==> src/rtl/evr_pkg.sv <==
package evr_pkg;

    localparam int WORD_W = 32;

    typedef struct packed {
        logic              sof;
        logic              eof;
        logic [WORD_W-1:0] data;
    } evr_word_t;

    typedef enum logic [1:0] {
        FR_IDLE = 2'd0,
        FR_CAP  = 2'd1,
        FR_PAD  = 2'd2
    } fr_state_e;

endpackage

==> src/rtl/evr_fifo.sv <==
module evr_fifo
    import evr_pkg::*;
#(
    parameter int DEPTH = 64,
    localparam int AW   = (DEPTH > 1) ? $clog2(DEPTH) : 1,
    localparam int LW   = $clog2(DEPTH + 1)
) (
    input  logic            clk,
    input  logic            rst_n,
    input  logic            wr_en,
    input  evr_word_t       wr_word,
    input  logic            rd_en,
    output evr_word_t       rd_word,
    output logic            empty,
    output logic [LW-1:0]   level
);

    localparam logic [AW-1:0] PTR_MAX = AW'(DEPTH - 1);
    localparam logic [LW-1:0] LVL_MAX = LW'(DEPTH);

    typedef struct packed {
        logic [AW-1:0] wr_ptr;
        logic [AW-1:0] rd_ptr;
        logic [LW-1:0] level;
    } fifo_st_t;

    fifo_st_t  st_q, st_d;
    evr_word_t mem_q [DEPTH];
    logic      push, pop;

    always_comb begin
        st_d = st_q;
        push = wr_en && (st_q.level != LVL_MAX);
        pop  = rd_en && (st_q.level != '0);
        if (push) begin
            st_d.wr_ptr = (st_q.wr_ptr == PTR_MAX) ? '0 : st_q.wr_ptr + 1'b1;
        end
        if (pop) begin
            st_d.rd_ptr = (st_q.rd_ptr == PTR_MAX) ? '0 : st_q.rd_ptr + 1'b1;
        end
        if (push && !pop) begin
            st_d.level = st_q.level + 1'b1;
        end else if (pop && !push) begin
            st_d.level = st_q.level - 1'b1;
        end
    end

    always_ff @(posedge clk) begin
        if (!rst_n) begin
            st_q <= '0;
        end else begin
            st_q <= st_d;
        end
    end

    always_ff @(posedge clk) begin
        if (push) begin
            mem_q[st_q.wr_ptr] <= wr_word;
        end
    end

    assign rd_word = mem_q[st_q.rd_ptr];
    assign empty   = (st_q.level == '0);
    assign level   = st_q.level;

endmodule

==> src/rtl/evr_busy.sv <==
module evr_busy #(
    parameter int LW = 7
) (
    input  logic          clk,
    input  logic          rst_n,
    input  logic [LW-1:0] level,
    input  logic [LW-1:0] on_level,
    input  logic [LW-1:0] off_level,
    output logic          busy
);

    typedef struct packed {
        logic busy;
    } busy_st_t;

    busy_st_t st_q, st_d;

    always_comb begin
        st_d = st_q;
        if (st_q.busy) begin
            st_d.busy = !(level < off_level);
        end else begin
            st_d.busy = (level >= on_level);
        end
    end

    always_ff @(posedge clk) begin
        if (!rst_n) begin
            st_q <= '0;
        end else begin
            st_q <= st_d;
        end
    end

    assign busy = st_q.busy;

endmodule

==> src/rtl/evr_mon_framer.sv <==
module evr_mon_framer
    import evr_pkg::*;
#(
    parameter int FRAME_WORDS = 256,
    parameter int PRESCALE_W  = 16,
    parameter int DROP_W      = 16,
    localparam int CNT_W      = $clog2(FRAME_WORDS + 1)
) (
    input  logic                  clk,
    input  logic                  rst_n,
    input  logic                  pop,
    input  evr_word_t             word,
    input  logic                  calib,
    input  logic [PRESCALE_W-1:0] prescale,
    input  logic                  mon_ready,
    output logic                  mon_valid,
    output logic [WORD_W-1:0]     mon_data,
    output logic                  mon_last,
    output logic [CNT_W-1:0]      mon_count,
    output logic [DROP_W-1:0]     drop_count
);

    localparam logic [CNT_W-1:0] LAST_POS = CNT_W'(FRAME_WORDS - 1);

    typedef struct packed {
        fr_state_e             state;
        logic [CNT_W-1:0]      pos;
        logic [CNT_W-1:0]      fill;
        logic [PRESCALE_W-1:0] skip;
        logic [DROP_W-1:0]     drops;
        logic                  vld;
        logic                  last;
        logic [WORD_W-1:0]     data;
        logic [CNT_W-1:0]      count;
    } fr_st_t;

    fr_st_t st_q, st_d;
    logic   start, sel, take, emit;

    always_comb begin
        st_d       = st_q;
        st_d.vld   = 1'b0;
        st_d.last  = 1'b0;
        st_d.data  = '0;
        st_d.count = '0;

        start = pop && word.sof;
        sel   = 1'b0;
        if (start) begin
            if (calib) begin
                sel = 1'b1;
            end else if (prescale != '0) begin
                if (st_q.skip >= prescale - 1'b1) begin
                    sel       = 1'b1;
                    st_d.skip = '0;
                end else begin
                    st_d.skip = st_q.skip + 1'b1;
                end
            end
        end

        take = sel && mon_ready && (st_q.state == FR_IDLE);
        if (sel && !take) begin
            st_d.drops = st_q.drops + 1'b1;
        end

        emit = take || ((st_q.state == FR_CAP) && pop);
        if (emit) begin
            st_d.vld  = 1'b1;
            st_d.data = word.data;
            if (st_q.pos == LAST_POS) begin
                st_d.last  = 1'b1;
                st_d.count = st_q.fill + 1'b1;
                st_d.pos   = '0;
                st_d.fill  = '0;
                st_d.state = word.eof ? FR_IDLE : FR_CAP;
            end else begin
                st_d.pos   = st_q.pos + 1'b1;
                st_d.fill  = st_q.fill + 1'b1;
                st_d.state = word.eof ? FR_PAD : FR_CAP;
            end
        end else if (st_q.state == FR_PAD) begin
            st_d.vld = 1'b1;
            if (st_q.pos == LAST_POS) begin
                st_d.last  = 1'b1;
                st_d.count = st_q.fill;
                st_d.pos   = '0;
                st_d.fill  = '0;
                st_d.state = FR_IDLE;
            end else begin
                st_d.pos = st_q.pos + 1'b1;
            end
        end
    end

    always_ff @(posedge clk) begin
        if (!rst_n) begin
            st_q <= '0;
        end else begin
            st_q <= st_d;
        end
    end

    assign mon_valid  = st_q.vld;
    assign mon_data   = st_q.data;
    assign mon_last   = st_q.last;
    assign mon_count  = st_q.count;
    assign drop_count = st_q.drops;

endmodule

==> src/rtl/evr_router.sv <==
module evr_router
    import evr_pkg::*;
#(
    parameter int FIFO_DEPTH  = 64,
    parameter int FRAME_WORDS = 256,
    parameter int PRESCALE_W  = 16,
    parameter int DROP_W      = 16,
    localparam int LVL_W      = $clog2(FIFO_DEPTH + 1),
    localparam int CNT_W      = $clog2(FRAME_WORDS + 1)
) (
    input  logic                  clk,
    input  logic                  rst_n,
    input  logic                  calib_mode,
    input  logic [PRESCALE_W-1:0] prescale,
    input  logic [LVL_W-1:0]      busy_on_level,
    input  logic [LVL_W-1:0]      busy_off_level,
    input  logic                  in_valid,
    input  logic [WORD_W-1:0]     in_data,
    input  logic                  in_sof,
    input  logic                  in_eof,
    input  logic                  link_ready,
    output logic                  link_valid,
    output logic [WORD_W-1:0]     link_data,
    output logic                  link_sof,
    output logic                  link_eof,
    input  logic                  mon_ready,
    output logic                  mon_valid,
    output logic [WORD_W-1:0]     mon_data,
    output logic                  mon_last,
    output logic [CNT_W-1:0]      mon_count,
    output logic [DROP_W-1:0]     mon_drop_count,
    output logic                  busy
);

    evr_word_t        in_word;
    evr_word_t        head;
    logic             fifo_empty;
    logic [LVL_W-1:0] fifo_level;
    logic             head_pop;

    assign in_word = '{sof: in_sof, eof: in_eof, data: in_data};

    assign head_pop   = !fifo_empty && (calib_mode || link_ready);
    assign link_valid = !fifo_empty && !calib_mode;
    assign link_data  = head.data;
    assign link_sof   = head.sof;
    assign link_eof   = head.eof;

    evr_fifo #(
        .DEPTH (FIFO_DEPTH)
    ) u_fifo (
        .clk     (clk),
        .rst_n   (rst_n),
        .wr_en   (in_valid),
        .wr_word (in_word),
        .rd_en   (head_pop),
        .rd_word (head),
        .empty   (fifo_empty),
        .level   (fifo_level)
    );

    evr_busy #(
        .LW (LVL_W)
    ) u_busy (
        .clk       (clk),
        .rst_n     (rst_n),
        .level     (fifo_level),
        .on_level  (busy_on_level),
        .off_level (busy_off_level),
        .busy      (busy)
    );

    evr_mon_framer #(
        .FRAME_WORDS (FRAME_WORDS),
        .PRESCALE_W  (PRESCALE_W),
        .DROP_W      (DROP_W)
    ) u_framer (
        .clk        (clk),
        .rst_n      (rst_n),
        .pop        (head_pop),
        .word       (head),
        .calib      (calib_mode),
        .prescale   (prescale),
        .mon_ready  (mon_ready),
        .mon_valid  (mon_valid),
        .mon_data   (mon_data),
        .mon_last   (mon_last),
        .mon_count  (mon_count),
        .drop_count (mon_drop_count)
    );

endmodule

==> config.mk <==
export PLATFORM = sky130hd
export DESIGN_NAME = evr_router
export DESIGN_NICKNAME = d
export VERILOG_FILES = /design/src/rtl/evr_pkg.sv /design/src/rtl/evr_fifo.sv /design/src/rtl/evr_busy.sv /design/src/rtl/evr_mon_framer.sv /design/src/rtl/evr_router.sv
export SDC_FILE = /design/constraint.sdc
export NUM_CORES = 2
export LEC_CHECK = 0
export BUFFER_PORTS_ARGS = -buffer_cell sky130_fd_sc_hd__buf_2
export CORE_MARGIN = 2
export CORE_UTILIZATION = 56
export DETAILED_ROUTE_END_ITERATION = 8
export PLACE_DENSITY = 0.72
export RECOVER_POWER = 25
export SYNTH_ARGS = -nofsm -noshare
export SYNTH_HDL_FRONTEND = slang
export SYNTH_SLANG_ARGS = --single-unit
==> constraint.sdc <==
create_clock -name clk -period 4.4 [get_ports clk]
set_input_delay 1.1 -clock clk [delete_from_list [all_inputs] [get_ports clk]]
set_output_delay 1.1 -clock clk [all_outputs]
set_load 0.01 [all_outputs]
==> out/metrics.cfg <==
[status]
status = finished, violations left
violations = capacitance limit, slew limit, setup timing

[power]
peakVddDrop_v = 0.000431
p_per_area_nw_per_um2 = 525
p_leak_nw = 32.4

[route]
routed_wl_um = 232000
routedWlPerCell_um = 34.7
wirelength_met1_um = 86300
detail-route-antenna-nets = 0
met2_length_um = 112000
vias = 45100
topRoutingLayerUsed = met5
drc = 0
viasPerCell = 6.73
firstDrtPassIters = 5
route.met3.wl_um = 27000
drt_iter0_drc = 6648

[clock_network]
worstSkewPairLatency_ns = 0.86
cts_buffers = 219
ctsHoldBuffers = 0
cts_tree = built
clock_path_buffers = 3
cts.sink_count = 2297
cts_root_buffer = clkbuf_16
clk_pin_slew_worst_paths_ns = 0.06
cts-htree-levels = 4

[timing]
timing.final.crit_period_ns = 4.87
skew_ns = 0.0361
rsz0062_at_grt = true
worst_slew_pin_slew_ns = 2.70
hold_slack_ns = 0.491
fmax_mhz = 205
fin_crit_sh_pct = 111
drv_slew = 1602
hold_viol_final = 0
relSlewSlack_pct = -80.3
setup_viol = 34
timing.final.ws_setup_ns = -0.470

[cells_and_area]
final.fill_count = 9778
fin_util_pct = 65.5
drive_gt1_share_pct = 35.2
multi_input_area_sq_um = 20600
regArea_sq_um = 67800
area_growth_pct = 16.1
nets = 4553
fin_area_sq_um = 104000

[global_route]
grt_pass1_vias = 44300
grt_pass1_wl_um = 327000
antenna_found_initial = 17
gr-usage-all-layers_pct = 28.7
overflow = 0
grt_start_max_net_pins = 65

[synth]
synth.cell_area_sq_um = 89200
avgSynthCellArea_sq_um = 22.6
yosys_warnings = 0
synthFlopType = edfxtp_1
yosysUniqueCellTypes = 60
synthArstFlopShare_pct = 0
synth_nets = 4063
synth-edff-count = 2176
synth_seq_cells = 2297
synthCells = 3949
seq_area_frac_synth_pct = 76.0

[floorplanning]
start_util_pct = 56.4
ioPinCount = 165
coreArea_sq_um = 158000
placementRows = 146
die_w_um = 403
die_h_um = 403
design.die.area_sq_um = 162000

[critical_path]
crit_type = reg -> out
arrival_ns = 3.77
endpoint_kind = output port
cp_cell_sequence = buf_6 > buf_12 > buf_16 > mux4_2 > mux4_2 > mux4_2 > buf_6
max_stage_delay_ns = 0.66
path_max_fanout = 7
critPathRequiredTime_ns = 3.30
r2r.worst_path.cells = 14
startpoint_type = register
cpMaxStageDelayCell = mux4_2
cpMostUsedCell = mux4_2

[placement]
port_buffers = 164
gpl.final_weighted_congestion = 0.819
dpl_cell_area_sq_um = 94400
dp_hpwl_um = 123000

[flow_run]
drv_cap = 25

[min_path]
hold_class = reg -> reg
whs_path_depth = 2

## kinds of logic after synthesis
family,Yosys count,share of synthesized area (%)
XOR/XNOR,41,0.403
buffers and inverters,285,1.68
AO/OA/AOI/OAI,144,1.04
multiplexers,731,18.0
adder cells (fa/ha/maj),44,0.626
flip-flops,2297,76.0
AND/OR/NAND/NOR,407,2.27
## layout by cell type, fill, tap and decap left out, types with 8 or more instances in the layout
| master | count |
|---|---|
| a21o_1 | 10 |
| a21oi_1 | 47 |
| a31oi_1 | 12 |
| and2_1 | 38 |
| buf_12 | 74 |
| buf_16 | 40 |
| buf_2 | 117 |
| buf_4 | 221 |
| buf_6 | 35 |
| bufinv_16 | 13 |
| clkbuf_1 | 73 |
| clkbuf_16 | 225 |
| clkinv_1 | 53 |
| clkinv_2 | 46 |
| clkinvlp_4 | 9 |
| dfxtp_1 | 115 |
| edfxtp_1 | 2176 |
| ha_1 | 43 |
| inv_1 | 32 |
| mux2i_1 | 18 |
| mux4_2 | 697 |
| nand2_1 | 67 |
| nand2b_1 | 16 |
| nand3_1 | 34 |
| nand4_1 | 23 |
| nor2_1 | 64 |
| nor2_4 | 64 |
| nor2b_1 | 11 |
| nor3_1 | 19 |
| nor4_1 | 9 |
| o21ai_0 | 16 |
| or2_2 | 8 |
| or3_1 | 12 |
| or4_1 | 14 |
| xnor2_1 | 29 |
| xor2_1 | 12 |
## critical path, delay by kind of cell, from the launching register on
kind / cells / cell delay, ns
mux: 3 / 1.76
flops: 1 / 0.39
buf+inv: 4 / 0.71
## path summary, 6_finish.rpt
kind / start / to / slack, ns
worst max-delay path: register / link_data[19] / -0.47
worst min-delay path: u_framer.drop_count[14] / u_framer.drop_count[14] / 0.49
worst max register to register: register / u_framer.mon_data[6] / 1.00
worst min register to register: u_framer.drop_count[14] / u_framer.drop_count[14] / 0.49
## synth_stat cells (6+ instances only)
cell	number	share of area, %
nand2b_1	16	0.11
or2_2	8	0.056
nor3_1	20	0.11
a21o_1	10	0.084
ha_1	43	0.60
nor2_1	128	0.54
buf_1	10	0.042
nand2_1	71	0.30
buf_6	7	0.088
nor4_1	11	0.077
xor2_1	12	0.12
mux4_2	697	18
nand3_1	35	0.20
edfxtp_1	2176	73
inv_1	32	0.13
buf_4	88	0.74
xnor2_1	29	0.28
nand4_1	23	0.16
dfxtp_1	121	2.7
clkbuf_1	111	0.47
nor2b_1	11	0.077
o21ai_0	23	0.13
mux2i_1	25	0.28
mux2_2	9	0.11
and2_1	39	0.27
or3_1	13	0.091
and3_1	6	0.042
a21oi_1	47	0.26
a31oi_1	13	0.091
or4_1	15	0.13
buf_2	36	0.20
nand3b_1	7	0.059
## through the flow
stage	total power [mW]	worst slack, ns	cells	TNS [ns]
final	54.4	-0.470	6703	-12.04
after global placement	34.5	-0.387	6198	-21.07
after global routing	56.0	-0.501	6702	-14.34
after detailed placement	34.6	-0.501	6198	-30.72
after floorplan	31.5	-0.0264	3949	-0.0479
after CTS	54.3	-0.510	6677	-13.66
## flip-flops by register name, summed over array words and instances, names as in the netlist, named ones only
signal and cells:
u_framer.st_q 36, u_fifo.level 7, u_framer.mon_last 1, u_framer.mon_data 32, u_framer.mon_valid 1, u_busy.busy 1, u_fifo.st_q 12, u_fifo.mem_q 2176
u_framer.drop_count 16, u_framer.mon_count 9
## layout make-up
class,count,area share (%)
Sequential cell,2297,65.5
Multi-Input combinational cell,1367,19.9
Clock buffer,275,5.61
Timing Repair Buffer,521,5.30
Tap cell,2072,2.50
Clock inverter,137,1.09
Inverter,33,0.120
Antenna cell,1,0.00242
## timing repair
item	CTS	global route
setup buffers	44	24
pin swaps	1	4
setup endpoints to repair	34	34
gates resized for setup	139	29
gates cloned	23	3
## layer usage
layer  up-vias  global-route usage (%)
met5         -                   0.654
met4        22                    8.77
met3       466                    6.70
met2      3102                    44.9
met1     23900                    40.9
li1      17700                       -
## power by group
part,leakage (nW),switching [mW],internal [mW],total (mW)
clock,3.38,8.07,10.1,18.2
sequential,20.6,0.148,24.1,24.3
combinational,8.43,5.49,6.46,11.9
total,32.4,13.7,40.7,54.4
No activity file was read; power rests on OpenSTA's default activity.
